**config.mk**
```make
export PLATFORM = sky130hd
export DESIGN_NAME = aser_ctl
export DESIGN_NICKNAME = d
export VERILOG_FILES = /design/src/rtl/aser_pkg.sv /design/src/rtl/aser_tx.sv /design/src/rtl/aser_rx.sv /design/src/rtl/aser_regs.sv /design/src/rtl/aser_ctl.sv
export SDC_FILE = /design/constraint.sdc
export NUM_CORES = 1
export LEC_CHECK = 0
export ABC_AREA = 1
export BUFFER_PORTS_ARGS = -buffer_cell sky130_fd_sc_hd__buf_2
export CAP_MARGIN = 0
export CORE_MARGIN = 2
export CORE_UTILIZATION = 59
export DETAILED_ROUTE_END_ITERATION = 8
export PLACE_DENSITY_LB_ADDON = 0.25
export SLEW_MARGIN = 10
export SYNTH_ARGS = -nofsm -noshare
export SYNTH_HDL_FRONTEND = slang
export SYNTH_SLANG_ARGS = --single-unit
```
**constraint.sdc**
```tcl
create_clock -name clk -period 1.5 [get_ports clk]
set_input_delay 0.15 -clock clk [delete_from_list [all_inputs] [get_ports clk]]
set_output_delay 0.15 -clock clk [all_outputs]
set_load 0.01 [all_outputs]
```
**src/rtl/aser_pkg.sv**
```systemverilog
// Package: shared register addresses and bit positions for the serial
// controller. Assumes a byte-wide register bus.
package aser_pkg;
    localparam int DATA_W = 8;
    localparam int ADDR_W = 2;

    typedef enum logic [ADDR_W-1:0] {
        A_FMT  = 2'd0,
        A_EN   = 2'd1,
        A_STAT = 2'd2,
        A_DATA = 2'd3
    } reg_addr_e;

    // status bit positions (high to low order is decoded by software)
    localparam int ST_TDRE = 7;
    localparam int ST_TC   = 6;
    localparam int ST_RDRF = 5;
    localparam int ST_IDLE = 4;
    localparam int ST_OVR  = 3;
    localparam int ST_NF   = 2;
    localparam int ST_FE   = 1;

    // enable register bit positions
    localparam int EN_TIE  = 7;
    localparam int EN_TCIE = 6;
    localparam int EN_RIE  = 5;
    localparam int EN_ILIE = 4;
    localparam int EN_TE   = 3;
    localparam int EN_RE   = 2;

    // format register bit positions
    localparam int FM_NINE = 0;
    localparam int FM_T8   = 1;
    localparam int FM_R8   = 2;

    // receive flags recorded by a status read
    localparam logic [7:0] RX_FLAG_MASK = 8'b0011_1110;
    localparam logic [7:0] STAT_RESET   = 8'b1100_0000;
endpackage

```
**src/rtl/aser_tx.sv**
```systemverilog
// Transmit shifter: loads start, data, optional ninth bit and stop into a
// shift register and moves one bit per tick. Assumes tick is a one-cycle pulse.
module aser_tx #(
    parameter int DW = aser_pkg::DATA_W
) (
    input  logic          clk,
    input  logic          rst_n,
    input  logic          tick,
    input  logic          go,
    input  logic          nine,
    input  logic          t8,
    input  logic [DW-1:0] hold,
    output logic          take,
    output logic          done,
    output logic          busy,
    output logic          line
);
    localparam int FW = DW + 3;
    localparam int CW = $clog2(FW + 1);
    localparam logic [CW-1:0] LEN9 = CW'(FW);
    localparam logic [CW-1:0] LEN8 = CW'(FW - 1);

    logic [FW-1:0] sh;
    logic [CW-1:0] cnt;

    assign take = go & ~busy;
    assign line = busy ? sh[0] : 1'b1;

    // Purpose: load a frame on take, shift it out one bit per tick.
    always_ff @(posedge clk) begin
        if (!rst_n) begin
            busy <= 1'b0;
            done <= 1'b0;
            cnt  <= '0;
            sh   <= '1;
        end else begin
            done <= 1'b0;
            if (take) begin
                busy <= 1'b1;
                cnt  <= nine ? LEN9 : LEN8;
                sh   <= nine ? {1'b1, t8, hold, 1'b0} : {2'b11, hold, 1'b0};
            end else if (busy && tick) begin
                sh  <= {1'b1, sh[FW-1:1]};
                cnt <= cnt - 1'b1;
                if (cnt == CW'(1)) begin
                    busy <= 1'b0;
                    done <= 1'b1;
                end
            end
        end
    end
endmodule

```
**src/rtl/aser_rx.sv**
```systemverilog
// Receive deserializer: samples the line once per tick, collects 8 or 9
// data bits after a low start bit, checks the stop bit, and reports an
// idle line after a received frame. Assumes the line is in step with tick.
module aser_rx #(
    parameter int DW = aser_pkg::DATA_W
) (
    input  logic          clk,
    input  logic          rst_n,
    input  logic          tick,
    input  logic          en,
    input  logic          nine,
    input  logic          line,
    output logic          done,
    output logic [DW-1:0] data,
    output logic          bit9,
    output logic          stop_bad,
    output logic          idle_hit,
    output logic          busy
);
    localparam int SW = DW + 1;
    localparam int CW = $clog2(DW + 4);
    localparam logic [CW-1:0] NB8 = CW'(DW);
    localparam logic [CW-1:0] NB9 = CW'(DW + 1);

    logic [SW-1:0] sh;
    logic [CW-1:0] cnt;
    logic [CW-1:0] quiet;
    logic          armed;
    logic [CW-1:0] nbits;
    logic [CW-1:0] flen_m1;

    assign nbits   = nine ? NB9 : NB8;
    assign flen_m1 = nbits + CW'(1);

    // Purpose: frame reception, stop check and idle-line counting.
    always_ff @(posedge clk) begin
        if (!rst_n) begin
            busy     <= 1'b0;
            done     <= 1'b0;
            idle_hit <= 1'b0;
            armed    <= 1'b0;
            quiet    <= '0;
            cnt      <= '0;
            sh       <= '0;
            data     <= '0;
            bit9     <= 1'b0;
            stop_bad <= 1'b0;
        end else begin
            done     <= 1'b0;
            idle_hit <= 1'b0;
            if (!en) begin
                busy  <= 1'b0;
                armed <= 1'b0;
                quiet <= '0;
            end else if (tick) begin
                if (!busy) begin
                    if (!line) begin
                        busy  <= 1'b1;
                        cnt   <= '0;
                        quiet <= '0;
                    end else if (armed) begin
                        if (quiet == flen_m1) begin
                            idle_hit <= 1'b1;
                            armed    <= 1'b0;
                            quiet    <= '0;
                        end else begin
                            quiet <= quiet + 1'b1;
                        end
                    end
                end else if (cnt < nbits) begin
                    sh  <= {line, sh[SW-1:1]};
                    cnt <= cnt + 1'b1;
                end else begin
                    busy     <= 1'b0;
                    done     <= 1'b1;
                    stop_bad <= ~line;
                    armed    <= 1'b1;
                    quiet    <= '0;
                    data     <= nine ? sh[DW-1:0] : sh[SW-1:1];
                    bit9     <= nine ? sh[SW-1] : 1'b0;
                end
            end
        end
    end
endmodule

```
**src/rtl/aser_regs.sv**
```systemverilog
// Register file and flags: format, enable, status and data registers, the
// pending transmit byte, the two-step clear record and the interrupt.
// Assumes one bus access per cycle with its side effects at that cycle's edge.
module aser_regs
    import aser_pkg::*;
#(
    parameter int DW = aser_pkg::DATA_W
) (
    input  logic              clk,
    input  logic              rst_n,
    input  logic              bus_sel,
    input  logic              bus_wr,
    input  logic [ADDR_W-1:0] bus_addr,
    input  logic [7:0]        bus_wdata,
    output logic [7:0]        bus_rdata,
    input  logic              tx_take,
    input  logic              tx_done,
    output logic              tx_go,
    output logic [DW-1:0]     hold,
    output logic              t8,
    output logic              nine,
    output logic              rx_en,
    input  logic              rx_done,
    input  logic [DW-1:0]     rx_data,
    input  logic              rx_bit9,
    input  logic              rx_stop_bad,
    input  logic              rx_idle_hit,
    output logic [7:0]        stat,
    output logic [7:0]        en_reg,
    output logic              irq
);
    logic [7:0]    fmt_q;
    logic [7:0]    mask_q;
    logic [DW-1:0] rx_byte;
    logic          pend_q;
    logic          rd_stat;
    logic          rd_data;
    logic          wr_data;

    assign rd_stat = bus_sel & ~bus_wr & (bus_addr == A_STAT);
    assign rd_data = bus_sel & ~bus_wr & (bus_addr == A_DATA);
    assign wr_data = bus_sel &  bus_wr & (bus_addr == A_DATA);

    assign tx_go = pend_q & en_reg[EN_TE];
    assign t8    = fmt_q[FM_T8];
    assign nine  = fmt_q[FM_NINE];
    assign rx_en = en_reg[EN_RE];

    // Purpose: register writes, transmit flags, clear record and receive flags.
    always_ff @(posedge clk) begin
        if (!rst_n) begin
            fmt_q   <= '0;
            en_reg  <= '0;
            stat    <= STAT_RESET;
            mask_q  <= '0;
            hold    <= '0;
            pend_q  <= 1'b0;
            rx_byte <= '0;
        end else begin
            if (tx_take) begin
                pend_q        <= 1'b0;
                stat[ST_TDRE] <= 1'b0;
                stat[ST_TC]   <= 1'b0;
            end
            if (bus_sel && bus_wr) begin
                case (bus_addr)
                    A_FMT: begin
                        fmt_q[FM_NINE] <= bus_wdata[FM_NINE];
                        fmt_q[FM_T8]   <= bus_wdata[FM_T8];
                    end
                    A_EN: en_reg <= bus_wdata;
                    default: ;
                endcase
            end
            if (wr_data && stat[ST_TDRE]) begin
                hold   <= bus_wdata[DW-1:0];
                pend_q <= 1'b1;
            end
            if (tx_done) begin
                stat[ST_TDRE] <= 1'b1;
                stat[ST_TC]   <= 1'b1;
            end
            if (rd_stat) mask_q <= stat & RX_FLAG_MASK;
            if (rd_data) begin
                for (int i = ST_FE; i <= ST_RDRF; i++) begin
                    if (mask_q[i]) stat[i] <= 1'b0;
                end
                mask_q <= '0;
            end
            if (rx_done) begin
                stat[ST_RDRF] <= 1'b1;
                if (stat[ST_RDRF]) stat[ST_OVR] <= 1'b1;
                if (rx_stop_bad)   stat[ST_FE]  <= 1'b1;
                rx_byte       <= rx_data;
                fmt_q[FM_R8]  <= rx_bit9;
                mask_q        <= '0;
            end
            if (rx_idle_hit) stat[ST_IDLE] <= 1'b1;
        end
    end

    // Purpose: read multiplexer for the addressed register.
    always_comb begin
        bus_rdata = '0;
        if (bus_sel && !bus_wr) begin
            case (bus_addr)
                A_FMT:   bus_rdata = fmt_q;
                A_EN:    bus_rdata = en_reg;
                A_STAT:  bus_rdata = stat;
                default: bus_rdata = rx_byte;
            endcase
        end
    end

    // Purpose: combine flags with their enables into one request.
    always_comb begin
        irq = (stat[ST_TDRE] & en_reg[EN_TIE])
            | (stat[ST_TC]   & en_reg[EN_TCIE])
            | ((stat[ST_RDRF] | stat[ST_OVR]) & en_reg[EN_RIE])
            | (stat[ST_IDLE] & en_reg[EN_ILIE]);
    end
endmodule

```
**src/rtl/aser_ctl.sv**
```systemverilog
// Top of the serial interface register controller: connects the register
// file to the transmit shifter and the receive deserializer.
// Assumes bit_tick comes from an external baud generator in this clock domain.
module aser_ctl
    import aser_pkg::*;
#(
    parameter int DW = aser_pkg::DATA_W
) (
    input  logic              clk,
    input  logic              rst_n,
    input  logic              bit_tick,
    input  logic              bus_sel,
    input  logic              bus_wr,
    input  logic [ADDR_W-1:0] bus_addr,
    input  logic [7:0]        bus_wdata,
    output logic [7:0]        bus_rdata,
    input  logic              ser_rx,
    output logic              ser_tx,
    output logic              irq
);
    logic          tx_take_w, tx_done_w, tx_go_w, tx_busy_w;
    logic [DW-1:0] hold_w;
    logic          t8_w, nine_w, rx_en_w;
    logic          rx_done_w, rx_bit9_w, rx_stop_bad_w, rx_idle_w, rx_busy_w;
    logic [DW-1:0] rx_data_w;
    logic [7:0]    stat_w, en_w;

    aser_regs #(.DW(DW)) u_regs (
        .clk(clk), .rst_n(rst_n),
        .bus_sel(bus_sel), .bus_wr(bus_wr), .bus_addr(bus_addr),
        .bus_wdata(bus_wdata), .bus_rdata(bus_rdata),
        .tx_take(tx_take_w), .tx_done(tx_done_w), .tx_go(tx_go_w),
        .hold(hold_w), .t8(t8_w), .nine(nine_w), .rx_en(rx_en_w),
        .rx_done(rx_done_w), .rx_data(rx_data_w), .rx_bit9(rx_bit9_w),
        .rx_stop_bad(rx_stop_bad_w), .rx_idle_hit(rx_idle_w),
        .stat(stat_w), .en_reg(en_w), .irq(irq)
    );

    aser_tx #(.DW(DW)) u_tx (
        .clk(clk), .rst_n(rst_n), .tick(bit_tick),
        .go(tx_go_w), .nine(nine_w), .t8(t8_w), .hold(hold_w),
        .take(tx_take_w), .done(tx_done_w), .busy(tx_busy_w), .line(ser_tx)
    );

    aser_rx #(.DW(DW)) u_rx (
        .clk(clk), .rst_n(rst_n), .tick(bit_tick),
        .en(rx_en_w), .nine(nine_w), .line(ser_rx),
        .done(rx_done_w), .data(rx_data_w), .bit9(rx_bit9_w),
        .stop_bad(rx_stop_bad_w), .idle_hit(rx_idle_w), .busy(rx_busy_w)
    );
endmodule

```
==> metrics.md <==
| Metric | Value |
|---|---|
| Run status | finished clean |
| Final Max Slew Viols | 0 |
| Clk pin slew, worst setup/hold paths | approximately 0.09 ns |
| Count of mapped cells out of synthesis | a little over 500 |
| Setup bufs post-CTS | 0 |
| Vias in the first global route | roughly 2900 |
| Share of synthesized area occupied by flip-flops and latches | 46.7% |
| Kind of start point of the critical path | register |
| Worst-case hold path end point | u_regs.en_reg[5] |
| Clock tree root driver cell | sky130_fd_sc_hd__clkbuf_8 |
| Gpl congestion | just under 0.9 |
| Number of cells on the worst reg-to-reg path | 5 |
| Primary FF master, synth | sky130_fd_sc_hd__dfxtp_1 |
| Pin count of the biggest net entering global routing | 24 |
| Clk sinks | 84 |
| Top fanout value on the critical path | 16 |
| Number of placed instances with taps included | 602 |
| Overall Global Routing Usage | 24.2% |
| Hold Violations, Final | 0 |
| Routed len/inst | 12.4 µm |
| Register bit total from synthesis | 84 |
| Proportion of layout cells with a drive suffix above 1 | 12.5% |
| Bufs on Longest Clock Path | 2 |
| Avg Cell Area, Syn | 7.15 µm² |
| Register-to-register setup slack | 0.08 ns |
| Total number of vias | 3308 |
| CTS tree | done |
| Number of distinct library cells after synthesis | 33 |
| Warnings, synthesis | 0 |
| Total wirelength of the detailed-routed design | between 7000 and 8000 µm |
| PD cells | 1010 mW/mm² |
| Most frequent cells after synthesis | 111 x sky130_fd_sc_hd__nand2_1, 84 x sky130_fd_sc_hd__dfxtp_1, 64 x sky130_fd_sc_hd__inv_1 |
| Cell with the most instances after synthesis | sky130_fd_sc_hd__nand2_1 |
| Number of top-level pins | 26 |
| Post-detailed-placement half-perimeter wirelength | around 5600 µm |
| Cell types with the largest area share after synthesis | sky130_fd_sc_hd__dfxtp_1 47%, sky130_fd_sc_hd__nand2_1 12%, sky130_fd_sc_hd__o21ai_0 7.8% |
| Final min period | 1.42 ns |
| Die Area | around 0.0067 mm² |
| Antenna violations before repair | 0 |
| Post-route ant nets | 0 |
| Worst setup path category | reg -> reg |
| Worst slew margin relative to its limit | 74.7% |
| Arr. time, crit path | approximately 1.7 ns |
| CTS buffer count | 9 |
| Register with the most flip-flops | u_tx.sh |
| Crit Reg-Reg Startpoint | u_rx.busy |
| Path category of the worst min-delay check | in -> reg |
| Synth top area share | 46.7% |
| Hold Path Cell Cnt | 3 |
| Share of flip-flops with an asynchronous set or reset | 0% |
| Number of synthesized flops with an enable pin | 0 |
| Total leakage power | 0.00172 µW |
| Core Footprint | approximately 0.006 mm² |
| Capture point of the worst reg-to-reg path | u_rx.data[2] |
| Unrepaired setup endpoints after global routing | yes |
| Total grt overflow | 0 |
| Data required time of the critical path | between 1.5 and 2 ns |
| Skew-Pair Late Insertion Delay | 0.36 ns |
| Antenna cells | 0 |
| Post-route DRC | 0 |
| Die Ht | approximately 82 µm |
| Input/output buffers | 25 |
| Initial detailed-routing violation count | roughly 180 |
| Largest register FFs | 10 |
| Post-cts resize count | 0 |
| Final worst-path cycle share | between 90% and 100% |
| Number of rows created at floorplan | 28 |
| Signed area change from the synthesized netlist to the final layout | 12.5% |
| Registers with the most flip-flops | u_tx.sh (10), u_rx.sh (9) |
| CTS H-Tree Depth | 3 |
| Max-cap violations | 0 |
| Starting Density | around 60% |
| Width of the chip | 82.2 µm |
| Net total in the final layout | between 500 and 600 |
| Fin Clk Skew | 0.0111 ns |
| Largest vdd supply drop | 0.587 mV |
| Netlist area before placement | 0.00360 mm² |
| Cell type with the largest total area after synthesis | sky130_fd_sc_hd__dfxtp_1 |
| Hold bufs inserted after CTS | 0 |
| Setup violations, final | 0 |
| Per-cell via count in the routed design | 5.35 |
| Achievable frequency | 706 MHz |
| Startpoint of the worst hold path | bus_wdata[5] |
| Wire length of the first global-routing pass | 12500 µm |
| Router iterations before antenna repair | 4 |
| Synthesized Nets | 524 |
| Non-filler instance count after layout | 618 |
| Pin slew with the least headroom to its limit | around 0.38 ns |
| Setup TNS | 0 ns |
| Final Power | 4100 µW |
| Capturing element type of the critical path | register |
layout make-up:
cell class / count / area [µm²]
sequential: 84 / 1680
timing repair buffer: 38 / 223
multi-input combinational: 338 / 1600
inverter: 67 / 251
clock buffer: 9 / 124
clock inverter: 7 / 76.3
fill: 501 / 1870
tap: 75 / 93.8
report_power, final:
group | internal [µW] | switching (µW) | total, µW | leakage (µW)
clock | 777 | 844 | 1620 | 0.0000958
sequential | 2250 | 14.4 | 2260 | 0.000678
combinational | 74.0 | 142 | 216 | 0.000948
total | 3100 | 1000 | 4100 | 0.00172
how the worst max path moves through the flow:
| stage | from | to |
|---|---|---|
| 2_1_floorplan | u_regs.fmt_q[0] | u_rx.sh[7] |
| 5_1_grt | u_rx.busy | u_rx.data[2] |
| 3_5_place_dp | u_rx.busy | u_rx.data[2] |
| 4_1_cts | u_rx.busy | u_rx.data[2] |
| 6_report | u_rx.busy | u_rx.data[2] |
| 3_3_place_gp | u_rx.busy | u_rx.data[3] |
placed cells by master (no fill, tap or decap), types with 2 or more instances in the layout:
cell / count
sky130_fd_sc_hd__a211oi_1: 2
sky130_fd_sc_hd__a21oi_1: 47
sky130_fd_sc_hd__a31oi_1: 3
sky130_fd_sc_hd__buf_2: 25
sky130_fd_sc_hd__buf_4: 13
sky130_fd_sc_hd__clkbuf_8: 9
sky130_fd_sc_hd__clkinv_4: 2
sky130_fd_sc_hd__clkinvlp_4: 2
sky130_fd_sc_hd__dfxtp_1: 84
sky130_fd_sc_hd__ha_1: 4
sky130_fd_sc_hd__inv_1: 64
sky130_fd_sc_hd__inv_2: 2
sky130_fd_sc_hd__nand2_1: 109
sky130_fd_sc_hd__nand2_2: 6
sky130_fd_sc_hd__nand3_1: 25
sky130_fd_sc_hd__nand4_1: 3
sky130_fd_sc_hd__nor2_1: 57
sky130_fd_sc_hd__nor2_2: 2
sky130_fd_sc_hd__nor2_4: 2
sky130_fd_sc_hd__nor3_1: 3
sky130_fd_sc_hd__o2111ai_1: 6
sky130_fd_sc_hd__o211ai_1: 3
sky130_fd_sc_hd__o21ai_0: 54
sky130_fd_sc_hd__o21ai_1: 3
through the flow:
stage	setup WS, ns	hold slack, ns	cell area, µm²	util [%]
2_1_floorplan	0.292	0.243	3600	-
3_3_place_gp	0.174	0.399	3850	65.0
3_5_place_dp	0.0957	0.403	3850	65.0
4_1_cts	0.0789	0.0541	4050	68.4
5_1_grt	-0.0497	0.0511	4050	68.4
6_report	0.0832	0.0646	4050	68.4
routing by layer:
metal / vias up / track usage, % / share of wire [%]
met2: 72 / 39.6 / 45
li1: 1702 / - / -
met4: 0 / 9.67 / 1.8
met5: - / 0 / 0
met1: 1519 / 31.6 / 48
met3: 15 / 4.46 / 4.7
logic make-up (layout without fill, tap and decap cells):
logic type,after synthesis,after routing,share of synthesized area (%)
xor gates and xnor gates,1,1,0.243
AOI/OAI and AO/OA,122,122,18.3
buffers and inverters,82,121,8.99
and+or+nand+nor,211,211,24.4
adders and majority gates,4,4,1.39
DFF,84,84,46.7
worst max-delay path, stage by stage, from the launching register on:
cell	delay, ns
sky130_fd_sc_hd__dfxtp_1	0.41
sky130_fd_sc_hd__inv_1	0.12
sky130_fd_sc_hd__nor2_4	0.16
sky130_fd_sc_hd__nand3_2	0.27
sky130_fd_sc_hd__o21ai_0	0.29
sky130_fd_sc_hd__a21oi_1	0.06
Power figures use the tool's default switching activity.
